[config.mk]
export PLATFORM = sky130hd
export DESIGN_NAME = noise_lfsr_gen
export DESIGN_NICKNAME = d
export VERILOG_FILES = /design/src/rtl/noise_pkg.sv /design/src/rtl/noise_shift_core.sv /design/src/rtl/noise_run_ctrl.sv /design/src/rtl/noise_out_gate.sv /design/src/rtl/noise_lfsr_gen.sv
export SDC_FILE = /design/constraint.sdc
export NUM_CORES = 1
export LEC_CHECK = 0
export ABC_CLOCK_PERIOD_IN_PS = 1300
export CORE_AREA = 2 2 39 41
export CTS_CLUSTER_DIAMETER = 200
export DETAILED_ROUTE_END_ITERATION = 6
export DIE_AREA = 0 0 41 43
export DONT_BUFFER_PORTS = 1
export SETUP_SLACK_MARGIN = 0.02
export SLEW_MARGIN = 20
export SYNTH_ARGS = -nofsm -noshare
export SYNTH_HDL_FRONTEND = slang
export SYNTH_SLANG_ARGS = --single-unit
[constraint.sdc]
create_clock -name clk -period 1.3 [get_ports clk]
set_input_delay 0.065 -clock clk [delete_from_list [all_inputs] [get_ports clk]]
set_output_delay 0.065 -clock clk [all_outputs]
set_load 0.02 [all_outputs]
[src/rtl/noise_pkg.sv]
package noise_pkg;
  typedef enum logic {
    WIDTH_LONG  = 1'b0,
    WIDTH_SHORT = 1'b1
  } width_sel_e;

  localparam int unsigned DEF_LONG_STAGES  = 15;
  localparam int unsigned DEF_SHORT_STAGES = 7;
endpackage

[src/rtl/noise_shift_core.sv]
module noise_shift_core #(
  parameter int unsigned LONG_STAGES  = noise_pkg::DEF_LONG_STAGES,
  parameter int unsigned SHORT_STAGES = noise_pkg::DEF_SHORT_STAGES
) (
  input  logic clk,
  input  logic rst_n,
  input  logic load_i,
  input  logic adv_i,
  input  logic short_i,
  output logic s1_o
);
  localparam int unsigned LTOP = LONG_STAGES - 1;
  localparam int unsigned STOP = SHORT_STAGES - 1;

  logic [LTOP:0] state_q;
  logic [LTOP:0] state_d;
  logic          fb;

  assign fb = state_q[0] ^ state_q[1];

  // Per-stage next value; the width select decides where feedback enters.
  for (genvar i = 0; i < LONG_STAGES; i++) begin : g_stage
    logic nxt_long;
    logic nxt_short;
    if (i == LTOP) begin : g_ltop
      assign nxt_long = fb;
    end else begin : g_lmid
      assign nxt_long = state_q[i+1];
    end
    if (i == STOP) begin : g_stop
      assign nxt_short = fb;
    end else if (i < STOP) begin : g_smid
      assign nxt_short = state_q[i+1];
    end else begin : g_shold
      assign nxt_short = state_q[i];
    end
    assign state_d[i] = short_i ? nxt_short : nxt_long;
  end

  always_ff @(posedge clk) begin
    if (!rst_n || load_i) begin
      state_q <= '1;
    end else if (adv_i) begin
      state_q <= state_d;
    end
  end

  assign s1_o = state_q[0];

  // zero state is unreachable from the all-ones start
  p_nonzero_r5: assert property (@(posedge clk) disable iff (!rst_n)
    state_q != '0);
  // a load leaves every stage at one
  p_load_ones_r2: assert property (@(posedge clk) disable iff (!rst_n)
    load_i |=> (state_q == '1));
  // without a step or load the register keeps its contents
  p_hold_r8: assert property (@(posedge clk) disable iff (!rst_n)
    (!load_i && !adv_i) |=> $stable(state_q));
endmodule

[src/rtl/noise_run_ctrl.sv]
module noise_run_ctrl (
  input  logic clk,
  input  logic rst_n,
  input  logic trig_i,
  input  logic timed_i,
  input  logic len_done_i,
  output logic active_o
);
  logic stop_req;

  assign stop_req = timed_i && len_done_i;

  always_ff @(posedge clk) begin
    if (!rst_n) begin
      active_o <= 1'b0;
    end else if (trig_i) begin
      active_o <= 1'b1;
    end else if (stop_req) begin
      active_o <= 1'b0;
    end
  end

  // an expiry in timed mode stops the voice
  p_expire_r6: assert property (@(posedge clk) disable iff (!rst_n)
    (timed_i && len_done_i && !trig_i) |=> !active_o);
  // with timed mode off the voice keeps playing
  p_untimed_r7: assert property (@(posedge clk) disable iff (!rst_n)
    (active_o && !timed_i) |=> active_o);
  // a trigger always starts the voice
  p_trig_wins_r9: assert property (@(posedge clk) disable iff (!rst_n)
    trig_i |=> active_o);
endmodule

[src/rtl/noise_out_gate.sv]
module noise_out_gate (
  input  logic active_i,
  input  logic s1_i,
  output logic noise_o
);
  always_comb begin
    noise_o = 1'b0;
    if (active_i) begin
      noise_o = s1_i;
    end
  end
endmodule

[src/rtl/noise_lfsr_gen.sv]
module noise_lfsr_gen #(
  parameter int unsigned LONG_STAGES  = noise_pkg::DEF_LONG_STAGES,
  parameter int unsigned SHORT_STAGES = noise_pkg::DEF_SHORT_STAGES
) (
  input  logic clk,
  input  logic rst_n,
  input  logic tick_i,
  input  logic short_mode_i,
  input  logic trig_i,
  input  logic timed_i,
  input  logic len_done_i,
  output logic noise_o,
  output logic active_o
);
  logic adv;
  logic s1;
  noise_pkg::width_sel_e wsel;

  assign wsel = noise_pkg::width_sel_e'(short_mode_i);
  // a step needs a tick while the voice is active; a trigger overrides it
  assign adv  = tick_i && active_o && !trig_i;

  noise_run_ctrl u_ctrl (
    .clk        (clk),
    .rst_n      (rst_n),
    .trig_i     (trig_i),
    .timed_i    (timed_i),
    .len_done_i (len_done_i),
    .active_o   (active_o)
  );

  noise_shift_core #(
    .LONG_STAGES  (LONG_STAGES),
    .SHORT_STAGES (SHORT_STAGES)
  ) u_core (
    .clk     (clk),
    .rst_n   (rst_n),
    .load_i  (trig_i),
    .adv_i   (adv),
    .short_i (wsel == noise_pkg::WIDTH_SHORT),
    .s1_o    (s1)
  );

  noise_out_gate u_gate (
    .active_i (active_o),
    .s1_i     (s1),
    .noise_o  (noise_o)
  );

  // the voice starts on a sample of one
  p_start_high_r2: assert property (@(posedge clk) disable iff (!rst_n)
    $rose(active_o) |-> noise_o);
  // the voice is idle in the first cycle after reset
  p_reset_idle_r1: assert property (@(posedge clk)
    (!rst_n) |=> !active_o);
endmodule

# After elaboration in Yosys (flattened, before gate mapping)
# Index checks and enable logic that the tools add are counted.
# classes
reduce_logical	8
n_mux	4
n_bitwise	2
# ops
operator	count
2-to-1 mux 1 bit	4
logical AND 1 bit	3
logical NOT 1 bit	2
AND reduction 2 bit	1
nonzero test 2 bit	1
logical OR 1 bit	1
NOT 1 bit	1
bitwise XOR 1 bit	1
# word_totals
elab_cells	17
register_bits	16
inputBits	7

# Depth between registers and ports, before layout
# depth
depth_word	3
depth_mapped	4
ltp_nobuf	3

# Cells and area by module
# A second synthesis with hierarchy kept.
# unflattened
cells_unflattened	67
hier_area_um2	631.9
# by_module_without_submodules
mod	area_each_um2	n_inst	cells_each
noise_shift_core	581.8	1	61
noise_run_ctrl	35.0	1	4
noise_lfsr_gen	8.8	1	1
noise_out_gate	6.3	1	1

# Worst setup path before layout
# Ideal clock, no wire load.
# synth_path
path_kind	register -> register
start	register u_ctrl.active_o
end	register u_core.state_q[6]
arrival_time_ps	1116
stages_incl_launch_ff	4
period_less_slack_ps	1175
setup_ps	59
n_path_buf	0
slack_ps	125
t_required_ps	1241
path_cell_list	dfxtp_1 -> nand2_1 -> a2111o_1 -> nand3_2
# synth_via
elab_chain_cells	2
# synth_lines
item	line_no	rtl
start, declared	noise_run_ctrl.sv:7	output logic active_o
start signal, assigned	noise_run_ctrl.sv:15	active_o <= 1'b0;
start signal, assigned	noise_run_ctrl.sv:17	active_o <= 1'b1;
start signal, assigned	noise_run_ctrl.sv:19	active_o <= 1'b0;
logical AND 1 bit (2 in a row)	noise_lfsr_gen.sv:21	assign adv = tick_i && active_o && !trig_i;
end signal, assigned	noise_shift_core.sv:44	state_q <= state_d;
end, declared	noise_shift_core.sv:15	logic [LTOP:0] state_q;
# No other way between the ends.
# A chain may end at the register's enable or synchronous reset.

# Final worst setup path
# layout_path
start	input port trig_i
end	register u_core.state_q[0]
# layout_via
elab_chain_cells	2
word_cells_on_any_way	3
classes_between	3 x reduce/logical
# layout_lines
item	line_no	rtl
start, declared	noise_lfsr_gen.sv:9	input logic trig_i,
logical NOT 1 bit	noise_lfsr_gen.sv:21	
logical AND 1 bit	noise_lfsr_gen.sv:21	
# Several ways; a longest one is shown, not always the timed one.

==> impl_results.md <==
- Status: completed
- CP endpoint kind: flop
- MaxCap Viol Count: 0
- Slew Limit Fails: 0
- Sw Share: 0.211
- Largest cells by area after synthesis: dfxtp_1, nand2_1, mux2i_1, nand3_1, clkbuf_8
- Unrepaired setup endpoints after global routing: no
- Syn-to-layout area delta: 14.8%
- CP startpoint kind: input pin
- Sequential share of the synthesized area: 0.519
- Worst-skew pair later-pin latency: 0.28 ns
- Die area: 0.00176 mm^2
- Setup CP Type: input pin to flop
- Setup TNS Final: 0 ns
- Die span in x: 41 um
- Mux share of post-synthesis cell area: 0.114
- I/O pins: 9
- Post-Syn Nets: 73
- Simple-gate share of the synthesized area: 0.274
- Post-synth top area share: 0.519
- Global-route wire length before repair: 1600 um
- Initial Utilization: 0.446
- Detailed Route WL: 960 um
- Critical path fanouts, max: 8
- Rel. slew slack: 0.782
- CTS Buffer Depth: 2
- Most frequent cells after synthesis: nand2_1, dfxtp_1, mux2i_1
- Sequential share of power: 0.569
- Number of remaining DRC errors: 0
- Site Rows: 14
- Port Buffer Count: 0
- Antenna violations before repair: 0
- DR pass1 iterations: 2
- Largest net degree at the start of global routing: 10
- CP Data Required Time: 1.47 ns
- Placeable Area: 0.00138 mm^2
- Least-Margin Pin Slew: 0.326 ns
- DRT iter0 DRCs: 4
- Via Count: 457
- Via density: 5.08
- Fin crit share: 0.842
- Post_cts resized: 0
- Avg Cell Area, Syn: 9.35 um^2
- Layout cells sized above 1: 0.135
- DR WL/cell: 10.7 um
- Mapped cell area: 617 um^2
- Maximum vdd drop: 0.445 mV
- Ys async rst share: 0
- Final nets: 82
- Die Y: 43 um
- Final Util: 0.512
- P_int: 0.000699 W
- Most used DFF post-synth: dfxtp_1
- Final Hold Fails: 0
- Static leakage: 0.340 nW
- Final hold slack: 0.0213 ns
- Post-DP HPWL: 660 um
- Mapped Cells: 66
- Final setup fails: 0
- CTS clock-pin slew for the worst setup and hold paths: 0.09 ns
- Worst Clk Skew: 0.00244 ns
- Net switching power: 0.000187 W
- Worst Path Arrival: 1.26 ns
- Routability cong.: 0.691
- Vias in the first global route: 407
- Distinct cell type count after synthesis: 17
- Htree depth: 1
- # diodes: 0
- PwrDens: 1250 mW/mm^2
- Hold WC Path Type: input pin to flop
- FMAX: 0.914 GHz
- Count leader, synth: nand2_1
- Clk sink count: 16
- Final ANT Viol Nets: 0
- Largest family of logic cells by synthesized area: simple AND/OR/NAND/NOR gates
- Number of synthesis warnings: 0
- Post-Synth Adder-Cell Area: 0
- Area leader, netlist: dfxtp_1
- Post-synthesis compound-gate area fraction: 0.0385
- Gr ovfl total: 0
- CTS tree: done
- Fin crit period: 1.09 ns
- CTS Buf Count: 3
- Combinational share of power: 0.075
- Xor and xnor area share after synthesis: 0.0142
- Yosys reg bits: 16
- Clock power share: 0.356
- Number of synthesized flops with an enable pin: 0
- Total GRT Usage: 0.146
- CTS Root Cell: clkbuf_4
cell families after synthesis:
kind of cell    after synthesis
mux                           7
compound gates                3
xor+xnor                      1
buf+inv                       3
flops                        16
simple gates                 36
area by class of cell:
type / count / area [um^2]
multi-input cells: 47 / 272
fillers: 140 / 676
well taps: 16 / 20.0
flip-flops and latches: 16 / 320
repair buffers: 7 / 60.1
clock buffers: 4 / 36.3
worst paths after layout:
| path | from | to | slack (ns) | cells past startpoint |
|---|---|---|---|---|
| max | trig_i | u_core.state_q[0] | 0.21 | 4 |
| min | len_done_i | u_ctrl.active_o | 0.02 | 3 |
| max reg2reg | u_ctrl.active_o | u_core.state_q[13] | 0.25 | 4 |
| min reg2reg | u_core.state_q[11] | u_core.state_q[10] | 0.48 | 2 |
flip-flops by register name (all words and copies together), names as in the netlist:
| signal | cells |
|---|---|
| u_ctrl.active_o | 1 |
| u_core.state_q | 15 |
routing by layer:
metal  global-route usage  wire length (um)  part of all wire  up-vias
li1                     -                 -                 -      233
met1                0.177               487              0.51      213
met2                0.191               406              0.42        9
met3               0.0628                51             0.053        2
met4                0.120                15             0.016        0
met5                    0                 0                 0        -
per-stage QoR:
| step | setup slack (ns) | instance area [um^2] | cells | total power [W] |
|---|---|---|---|---|
| 2_1_floorplan | 0.125 | 617 | 66 | 0.000562 |
| 3_3_place_gp | 0.264 | 642 | 83 | 0.000574 |
| 3_5_place_dp | 0.261 | 642 | 83 | 0.000574 |
| 4_1_cts | 0.203 | 708 | 90 | 0.000902 |
| 5_1_grt | 0.134 | 708 | 90 | 0.000945 |
| 6_report | 0.205 | 708 | 90 | 0.000886 |
placed cells by master, fill, tap and decap left out:
cell / netlist / routed
nand2_1: 23 / 23
dfxtp_1: 16 / 16
mux2i_1: 7 / 7
nand3_1: 6 / 6
buf_4: 1 / 4
clkbuf_4: 0 / 3
dlygate4sd3_1: 0 / 3
and2_1: 2 / 2
nor2b_2: 1 / 1
nand4bb_1: 1 / 1
a21oi_1: 1 / 1
nor2b_1: 1 / 1
xnor2_1: 1 / 1
o211ai_1: 1 / 1
nor2_1: 1 / 1
a2111o_1: 1 / 1
nand3_2: 1 / 1
clkbuf_8: 1 / 1
repair_timing:
| action | CTS | global route |
|---|---|---|
| hold buffers | 3 | 0 |
| buffers inserted | 0 | 0 |
| hold endpoints to repair | 8 | 0 |
power by group through the flow:
stage	sequential [W]	clock [W]	combinational [W]
final	0.000504	0.000315	0.0000663
after CTS	0.000504	0.000331	0.0000669
after detailed placement	0.000516	0	0.0000582
after floorplan	0.000517	0	0.0000452
after global routing	0.000506	0.000363	0.0000758
after global placement	0.000516	0	0.0000585
critical path: stages:
cell	delay (ns)
dlygate4sd3_1	0.58
nor2b_2	0.31
buf_4	0.22
nand3_1	0.08
(Power assumes the default switching activity.)
